### config.mk
export PLATFORM = sky130hd
export DESIGN_NAME = adcx_unit
export DESIGN_NICKNAME = d
export VERILOG_FILES = /design/src/rtl/adcx_pkg.sv /design/src/rtl/adcx_decode.sv /design/src/rtl/adcx_lane.sv /design/src/rtl/adcx_exec.sv /design/src/rtl/adcx_unit.sv
export SDC_FILE = /design/constraint.sdc
export NUM_CORES = 1
export LEC_CHECK = 0
export ABC_AREA = 1
export CAP_MARGIN = 20
export CORE_ASPECT_RATIO = 0.9
export CORE_MARGIN = 5
export CORE_UTILIZATION = 44
export CTS_BUF_LIST = sky130_fd_sc_hd__clkbuf_16
export CTS_CLUSTER_SIZE = 10
export DETAILED_ROUTE_END_ITERATION = 6
export DONT_BUFFER_PORTS = 1
export PLACE_DENSITY = 0.69
export SKIP_LAST_GASP = 1
export SLEW_MARGIN = 20
export SYNTH_ARGS = -nofsm -noshare
export SYNTH_HDL_FRONTEND = slang
export SYNTH_HIERARCHICAL = 1
export SYNTH_SLANG_ARGS = --single-unit
### constraint.sdc
create_clock -name clk -period 4.15 [get_ports clk]
set_input_delay 0.83 -clock clk [delete_from_list [all_inputs] [get_ports clk]]
set_output_delay 0.83 -clock clk [all_outputs]
set_load 0.005 [all_outputs]
### src/rtl/adcx_pkg.sv
package adcx_pkg;

  localparam int INSN_W = 32;
  localparam int IDX_W  = 5;
  localparam int SUBOP_W = 6;

  typedef struct packed {
    logic n;
    logic z;
    logic c;
    logic v;
  } nzcv_t;

  typedef struct packed {
    logic             wide;
    logic             sub;
    logic             setf;
    logic             bad;
    logic [IDX_W-1:0] dst;
    logic [IDX_W-1:0] sa;
    logic [IDX_W-1:0] sb;
  } adcx_dec_t;

endpackage

### src/rtl/adcx_decode.sv
module adcx_decode
  import adcx_pkg::*;
(
  input  logic [INSN_W-1:0] insn,
  output adcx_dec_t         dec
);
  localparam int WIDE_BIT = 31;
  localparam int SUB_BIT  = 30;
  localparam int SETF_BIT = 29;
  localparam int SB_LSB   = 16;
  localparam int SUB_LSB  = 10;
  localparam int SA_LSB   = 5;
  localparam int DST_LSB  = 0;

  always_comb begin
    dec.wide = insn[WIDE_BIT];
    dec.sub  = insn[SUB_BIT];
    dec.setf = insn[SETF_BIT];
    dec.bad  = |insn[SUB_LSB +: SUBOP_W];
    dec.dst  = insn[DST_LSB +: IDX_W];
    dec.sa   = insn[SA_LSB +: IDX_W];
    dec.sb   = insn[SB_LSB +: IDX_W];
  end
endmodule

### src/rtl/adcx_lane.sv
module adcx_lane #(
  parameter int W = 64
) (
  input  logic         cin,
  input  logic [W-1:0] a,
  input  logic [W-1:0] y,
  output logic [W-1:0] sum,
  output logic         cout,
  output logic         neg,
  output logic         zero,
  output logic         ovf
);
  logic [W:0] wide_sum;
  logic [W-1:0] ovf_vec;

  always_comb begin
    wide_sum = {1'b0, a} + {1'b0, y} + {{W{1'b0}}, cin};
    sum      = wide_sum[W-1:0];
    cout     = wide_sum[W];
    neg      = wide_sum[W-1];
    zero     = (wide_sum[W-1:0] == '0);
    ovf_vec  = (wide_sum[W-1:0] ^ a) & ~(a ^ y);
    ovf      = ovf_vec[W-1];
  end
endmodule

### src/rtl/adcx_exec.sv
module adcx_exec
  import adcx_pkg::*;
#(
  parameter int XLEN = 64
) (
  input  logic            wide,
  input  logic            sub,
  input  logic            cin,
  input  logic [XLEN-1:0] a,
  input  logic [XLEN-1:0] b,
  output logic [XLEN-1:0] res,
  output nzcv_t           flags
);
  localparam int HLEN = XLEN / 2;
  localparam int NLANE = 2;

  logic [XLEN-1:0] y;
  logic [NLANE-1:0] l_cout, l_neg, l_zero, l_ovf;
  logic [XLEN-1:0] full_sum;
  logic [HLEN-1:0] half_sum;

  assign y = sub ? ~b : b;

  for (genvar g = 0; g < NLANE; g++) begin : g_lane
    localparam int LW = (g == 0) ? XLEN : HLEN;
    logic [LW-1:0] s;
    adcx_lane #(.W(LW)) u_lane (
      .cin  (cin),
      .a    (a[LW-1:0]),
      .y    (y[LW-1:0]),
      .sum  (s),
      .cout (l_cout[g]),
      .neg  (l_neg[g]),
      .zero (l_zero[g]),
      .ovf  (l_ovf[g])
    );
    if (g == 0) begin : g_full
      assign full_sum = s;
    end else begin : g_half
      assign half_sum = s;
    end
  end

  always_comb begin
    if (wide) begin
      res     = full_sum;
      flags.n = l_neg[0];
      flags.z = l_zero[0];
      flags.c = l_cout[0];
      flags.v = l_ovf[0];
    end else begin
      res     = {{(XLEN-HLEN){1'b0}}, half_sum};
      flags.n = l_neg[1];
      flags.z = l_zero[1];
      flags.c = l_cout[1];
      flags.v = l_ovf[1];
    end
  end
endmodule

### src/rtl/adcx_unit.sv
module adcx_unit
  import adcx_pkg::*;
#(
  parameter int XLEN = 64
) (
  input  logic              clk,
  input  logic              rst,
  input  logic              in_valid,
  input  logic [31:0]       in_insn,
  output logic [4:0]        src_a_idx,
  output logic [4:0]        src_b_idx,
  input  logic [XLEN-1:0]   in_src_a,
  input  logic [XLEN-1:0]   in_src_b,
  output logic              out_valid,
  output logic [4:0]        out_rd,
  output logic              out_wen,
  output logic              out_illegal,
  output logic [XLEN-1:0]   out_data,
  output logic [3:0]        flags_q
);
  adcx_dec_t       dec;
  nzcv_t           flag_r;
  nzcv_t           new_flags;
  logic [XLEN-1:0] res;

  adcx_decode u_dec (
    .insn (in_insn),
    .dec  (dec)
  );

  assign src_a_idx = dec.sa;
  assign src_b_idx = dec.sb;

  adcx_exec #(.XLEN(XLEN)) u_exec (
    .wide  (dec.wide),
    .sub   (dec.sub),
    .cin   (flag_r.c),
    .a     (in_src_a),
    .b     (in_src_b),
    .res   (res),
    .flags (new_flags)
  );

  always_ff @(posedge clk) begin
    if (rst) begin
      flag_r      <= '0;
      out_valid   <= 1'b0;
      out_rd      <= '0;
      out_wen     <= 1'b0;
      out_illegal <= 1'b0;
      out_data    <= '0;
    end else begin
      out_valid <= in_valid;
      if (in_valid) begin
        out_rd      <= dec.dst;
        out_illegal <= dec.bad;
        out_wen     <= !dec.bad;
        out_data    <= dec.bad ? '0 : res;
        if (dec.setf && !dec.bad) begin
          flag_r <= new_flags;
        end
      end else begin
        out_wen     <= 1'b0;
        out_illegal <= 1'b0;
      end
    end
  end

  assign flags_q = flag_r;
endmodule

==> reports/qor.yml, run 1 <==
global_route:
  grt_overflow: 0
  track_usage: 0.277
  grt_max_degree: 71
  antenna_found_initial: 1
  grt_pass1_vias: 14100
  grt_pass1_wl_mm: 76.0
cells_and_area:
  stdcell_count: 3135
  drive_above_1_share: 0.0587
  fin_area_um2: 14200
  fin_nets: 2981
  area_growth_pct: 3.54
  fin_util: 0.461
  fillers: 3491
route:
  drt_iter0_drc: 1395
  firstDrtPassIters: 5
  ant_nets: 0
  routed_wl_mm: 49.7
  vias_per_cell: 4.95
  drc: 0
  wl_per_cell_um: 15.9
  dr_total_vias: 15500
synthesis:
  synthTopCellsByArea: "nand2_1 (36%), inv_1 (15%), dfxtp_1 (11%)"
  yosys.area.top_type: "nand2_1"
  syn_inst: 2758
  synth_top_area_share: 0.356
  seq_area_frac_synth: 0.111
  synth_seq_cells: 76
  syn_avg_cell_area_um2: 4.98
  syn-num-nets: 3019
  syn-cell-area_um2: 13700
  ys_types: 41
  yosysWarnings: 6
critical_path:
  crit_fanout: 65
  crit_top_cell: "nand2_1"
  cpPeakStageDelay_ps: 420
  crit_chain: "inv_2 > buf_4 > nand2_1 > nand2_1 > fa_1 > nand3_1 > nand2_1 > nand2_1 > nand2_2 > xor2_1 > buf_4 > nand3_1 > nor2_1 > nand2_1 > nor2_1 > nand3_1 > nor2_1 > nand3_1 > nor2_1 > nand2_1 > nand2_1 > nor2_1 > nor2_1"
  reg2regPathDepth: 22
  path_buf_inv: 3
  reg2reg_slack_ps: 690
  r2r-end: "flags_q[2]"
  cp-end-kind: "register"
  worst_ep_required_time_ps: 4430
  arrival_ps: 4040
  cp_top_family: "simple AND/OR/NAND/NOR gates"
  crit_slowest_cell: "fa_1"
  criticalPathCategory: "in2reg"
  start_kind: "primary input"
  r2r_start: "flags_q[1]"
timing:
  rsz0062_at_grt: "no"
  hold_viol: 0
  worstMarginPinSlew_ps: 1020
  setup-violations-final: 0
  finClkSkew_ps: 15.5
  fmax_mhz: 265
  slew_headroom: 0.322
  min_period_over_period: 0.908
  tns_ps: 0
  maxSlewViolCount: 0
  layout_setup_ws_ps: 383
  finalCriticalPeriod_ps: 3770
  whs_ps: 492
pwr:
  netSwitchingFraction: 0.494
  ir_worst_vdd_mv: 0.367
  p_per_area_nw_per_um2: 258
  p_int_mw: 1.86
  total_power_mw: 3.66
  clock_power_share: 0.221
  p_leak_nw: 9.24
  p_seq_frac: 0.202
  switching_power_mw: 1.81
  p_comb_frac: 0.577
clock_tree:
  cts_setup_buffers: 0
  clock_sinks: 76
  clockRootBuffer: "clkbuf_16"
  clkLatencyLatePin_ps: 340
  cts_hold_buffers: 0
  clk_pin_slew_ps: 60
  cts-htree-levels: 3
  cts_resized: 0
  cts_tree: "yes"
  numCtsBuffers: 9
  clockBufferDepth: 2
status:
  status: "complete, no violations"
placement:
  dp_worst_setup_slack_ps: 107
  placedCellCount: 3118
  placed_cell_area_um2: 13900
  place_congestion: 1.01
  port_buffers: 0
  dp_hpwl_mm: 43.6
floorplanning:
  core_um2: 30800
  rows: 61
  die_w_um: 196
  io-pin-count: 249
  initial_utilization: 0.445
  dieArea_um2: 34900
  die_height_um: 178
worst_hold_path:
  holdPathStages: 2
  holdCritStartpoint: "out_data[8]"
  hold_path.class: "reg2reg"
  whs_endpoint: "out_data[8]"
job:
  drv_cap: 0
-- state kept, by name, indices dropped and copies added, names as in the netlist --
signal / cells
out_wen: 1
out_rd: 5
out_data: 64
out_illegal: 1
out_valid: 1
flags_q: 4
-- cells by family after synthesis --
| logic type | count (synthesis) | synth area share |
|---|---|---|
| compound gates | 125 | 0.0490 |
| xor+xnor | 14 | 0.00893 |
| fa+ha+maj | 98 | 0.0915 |
| buf+inv | 640 | 0.192 |
| flops | 76 | 0.111 |
| simple gates | 1805 | 0.548 |
-- worst register-to-register path, stage by stage (launching register included) --
cell and delay [ps]:
dfxtp_1 430, inv_1 90, fa_1 380, inv_1 100, fa_1 350, nand3_1 150
nand2_1 130, nand2_1 70, nand2_2 90, xor2_1 350, buf_4 200, nand3_1 90
nor2_1 100, nand2_1 90, nor2_1 110, nand3_1 70, nor2_1 160, nand3_1 90
nor2_1 90, nand2_1 60, nand2_1 60, nor2_1 40, nor2_1 100
-- cells in the mapped netlist --
cell type     n
a21oi_1      86
a21oi_2       2
a31oi_1       1
and2_1        1
and3_1        1
buf_1         1
buf_2        11
buf_4        25
buf_6        16
clkbuf_1     13
clkinv_1      3
dfxtp_1      76
fa_1          4
ha_1         94
inv_1       544
inv_2        26
inv_4         1
nand2_1    1302
nand2_2      40
nand2_4       3
nand3_1     166
nand3_2      13
nand3b_1     23
nand3b_2      1
nand4_1      27
nor2_1      175
nor2_2       26
nor2_4        3
nor3_1       10
nor3_2        9
nor4_1        2
nor4_2        1
o21a_1        1
o21ai_0      21
o21ai_2       1
o21bai_1     12
o31ai_1       1
or2_1         1
or2_2         1
xnor2_1       7
xor2_1        7
-- layout by cell type, fill, tap and decap left out, types with 2 or more instances in the layout --
cell	instances
nand3_2	13
clkinv_1	3
o21ai_0	21
clkbuf_16	9
nand4_1	27
nor2_4	3
nor3_2	9
nand3_1	166
nand2_2	40
xnor2_1	7
a21oi_1	86
fa_1	4
inv_2	26
xor2_1	7
nor4_1	2
dfxtp_1	76
nor2_1	175
nor2_2	26
nand2_4	3
clkinvlp_4	2
ha_1	94
a21oi_2	2
buf_4	16
nand3b_1	23
inv_1	544
inv_6	2
nand2_1	1302
nor3_1	10
o21bai_1	12
-- power groups by stage --
stage,logic (mW),clock network [mW],registers [mW]
floorplan,1.50,0,0.755
global placement,2.03,0,0.756
detailed placement,2.05,0,0.757
CTS,2.06,0.828,0.740
global route,2.37,0.855,0.740
finish,2.11,0.811,0.740
-- layer usage --
| metal | part of all wire | up-vias | track usage |
|---|---|---|---|
| li1 | - | 8119 | - |
| met1 | 0.48 | 6870 | 0.403 |
| met2 | 0.41 | 484 | 0.422 |
| met3 | 0.091 | 49 | 0.0522 |
| met4 | 0.022 | 0 | 0.0634 |
| met5 | 0 | - | 0 |
-- worst max path at each step --
stage | startpoint | end | slack [ps] | depth (start not counted)
floorplan | in_insn[30] | flags_q[2] | 550 | 24
finish | in_insn[30] | flags_q[2] | 380 | 23
detailed placement | in_insn[30] | flags_q[2] | 110 | 25
CTS | in_insn[30] | flags_q[2] | 460 | 23
global placement | in_insn[30] | flags_q[2] | 140 | 23
global route | in_insn[30] | flags_q[2] | 160 | 24
-- cell type report --
type                            count  area [um^2]  area share
Antenna cell                        1         2.50    0.000176
Clock buffer                        9          225      0.0158
Clock inverter                      7         82.6     0.00581
Inverter                          574         2160       0.152
Multi-Input combinational cell   2042         9580       0.674
Sequential cell                    76         1520       0.107
Tap cell                          409          512      0.0360
Timing Repair Buffer               17          140     0.00985
Power figures use the tool's default switching activity.
==> run 2: changes to the inputs <==
Clock period 4.15 ns to 4.9 ns, I/O delays scaled along.
==> run 2 against run 1 <==
  * Routed wire length grew 3.8%
  * Clock power shrank 20%
  * Clock skew shrank 7.4 ps
  * First-iteration DRC count shrank 12%
  * Die area is the same
  * Global-route usage grew 1.1 points
  * Via count grew 0.71%
  * Final area shrank 0.84%
  * Highest routed layer unchanged
  * Critical path type unchanged
  * Sequential power shrank 15%
  * Count of clock-buffer cells in the layout is the same
  * Cell count shrank 0.41%
==> reports/qor.yml, run 2 (synthesized netlist as in run 1, its figures left out) <==
timing:
  setup-violations-final: 0  # unchanged
  finClkSkew_ps: 8.15  # was 15.5 ps
  tns_ps: 0  # unchanged
  rsz0062_at_grt: "no"  # unchanged
  finalCriticalPeriod_ps: 3970
  worstMarginPinSlew_ps: 991  # was 1020 ps
  maxSlewViolCount: 0  # unchanged
  hold_viol: 0  # unchanged
  fmax_mhz: 252
  min_period_over_period: 0.809
  slew_headroom: 0.338  # was 0.322
route:
  routed_wl_mm: 51.6  # was 49.7 mm
  ant_nets: 0  # unchanged
  dr_total_vias: 15600  # was 15500
  drt_iter0_drc: 1231  # was 1395
  wl_per_cell_um: 16.5  # was 15.9 um
  firstDrtPassIters: 6  # was 5
  vias_per_cell: 5.01  # was 4.95
  drc: 0  # unchanged
clock_tree:
  clockBufferDepth: 2  # unchanged
  clock_sinks: 76  # unchanged
  clkLatencyLatePin_ps: 340  # about the same
  clockRootBuffer: "clkbuf_16"  # unchanged
  clk_pin_slew_ps: 70  # was 60 ps
  cts_resized: 0  # unchanged
  cts-htree-levels: 3  # unchanged
  cts_tree: "yes"  # unchanged
  cts_hold_buffers: 0  # unchanged
  cts_setup_buffers: 0  # unchanged
  numCtsBuffers: 9  # unchanged
placement:
  port_buffers: 0  # unchanged
  placed_cell_area_um2: 13800  # was 13900 um^2
  dp_hpwl_mm: 45.7  # was 43.6 mm
  place_congestion: 0.966  # was 1.01
cells_and_area:
  largest_reg_flops: 64  # unchanged
  regMostFlops: "out_data"  # unchanged
  area_growth_pct: 2.67  # was 3.54%
  drive_above_1_share: 0.0546  # was 0.0587
  diodes: 0  # was 1
  layout_commonest_cell: "nand2_1"  # unchanged
  fin_area_um2: 14100  # was 14200 um^2
  fillers: 3602  # was 3491
  final_cell_mix: "nand2_1 (1302), inv_1 (544), nor2_1 (175), nand3_1 (166), ha_1 (94)"  # unchanged
  fin_nets: 2969  # was 2981
floorplanning:
  core_um2: 30800  # unchanged
  dieArea_um2: 34900  # unchanged
  initial_utilization: 0.445  # unchanged
  io-pin-count: 249  # unchanged
  die_w_um: 196  # unchanged
  rows: 61  # unchanged
  die_height_um: 178  # unchanged
critical_path:
  cp-end-kind: "register"  # unchanged
  start_kind: "primary input"  # unchanged
  crit_top_cell: "nand2_1"  # unchanged
  arrival_ps: 4240  # was 4040 ps
  crit_chain: "inv_2 > buf_4 > nand2_1 > nand2_1 > fa_1 > nand3_1 > nand2_1 > nand2_1 > nand2_2 > nand2_1 > nand3_2 > nand2_1 > nand2_1 > xnor2_1 > nand3_1 > nor2_1 > nand3_1 > nor2_1 > nand2_1 > nand2_1 > nor2_1 > nor2_1"  # was inv_2 > buf_4 > nand2_1 > nand2_1 > fa_1 > nand3_1 > nand2_1 > nand2_1 > nand2_2 > xor2_1 > buf_4 > nand3_1 > nor2_1 > nand2_1 > nor2_1 > nand3_1 > nor2_1 > nand3_1 > nor2_1 > nand2_1 > nand2_1 > nor2_1 > nor2_1
  criticalPathCategory: "in2reg"  # unchanged
  cpPeakStageDelay_ps: 610  # was 420 ps
  worst_ep_required_time_ps: 5180  # was 4430 ps
  crit_fanout: 65  # unchanged
  crit_slowest_cell: "fa_1"  # unchanged
job:
  drv_cap: 0  # unchanged
pwr:
  p_per_area_nw_per_um2: 219  # was 258 nW/um^2
  p_leak_nw: 9.17  # was 9.24 nW
  ir_worst_vdd_mv: 0.302  # was 0.367 mV
status:
  status: "complete, no violations"  # unchanged
worst_hold_path:
  hold_path.class: "reg2reg"  # unchanged
global_route:
  grt_pass1_vias: 14000  # was 14100
  grt_max_degree: 74  # was 71
  antenna_found_initial: 0  # was 1
  track_usage: 0.287  # was 0.277
  grt_overflow: 0  # unchanged
  grt_pass1_wl_mm: 77.9  # was 76.0 mm
[run 2: layer usage]
metal  routed length [um]  global-route usage
met5                    0                   0
met4                  847              0.0480
met3                 4110              0.0454
met2                20500               0.427
met1                26100               0.441
[run 2: power breakdown]
group | leakage, nW | total [mW] | switching (mW) | internal [mW]
registers | 0.614 | 0.626 | 0.00369 | 0.623
clock network | 0.140 | 0.650 | 0.294 | 0.356
logic | 8.42 | 1.81 | 1.28 | 0.531
total | 9.17 | 3.08 | 1.58 | 1.51
[run 2: area by class of cell]
type,count,area (um^2),share of cell area
Sequential cell,76,1520,0.108
Clock inverter,7,65.1,0.00461
Multi-Input combinational cell,2042,9580,0.679
Tap cell,409,512,0.0363
Clock buffer,9,225,0.0160
Inverter,574,2160,0.153
Timing Repair Buffer,5,37.5,0.00266
[run 2: worst max-delay path, delay by kind of cell]
| family | cells | cell delay [ps] |
|---|---|---|
| xor+xnor | 1 | 370 |
| fa+ha+maj | 1 | 610 |
| buf+inv | 2 | 270 |
| simple gates | 18 | 1970 |
[run 2: through the flow]
stage	power, mW	instances	utilization	hold WS (ps)	setup slack, ps
6_report	3.08	3122	0.457	492	934
3_3_place_gp	2.39	3106	0.448	483	753
4_1_cts	3.05	3122	0.457	496	1090
5_1_grt	3.33	3122	0.457	510	669
3_5_place_dp	2.40	3106	0.448	487	749
2_1_floorplan	1.91	2758	-	467	1150
[run 2: worst paths after layout]
path	start	to	slack (ps)	cells after the start
min	out_data[25]	out_data[25]	490	2
max reg2reg	flags_q[1]	flags_q[2]	1470	25
max	in_insn[30]	flags_q[2]	930	22
min reg2reg	out_data[25]	out_data[25]	490	2
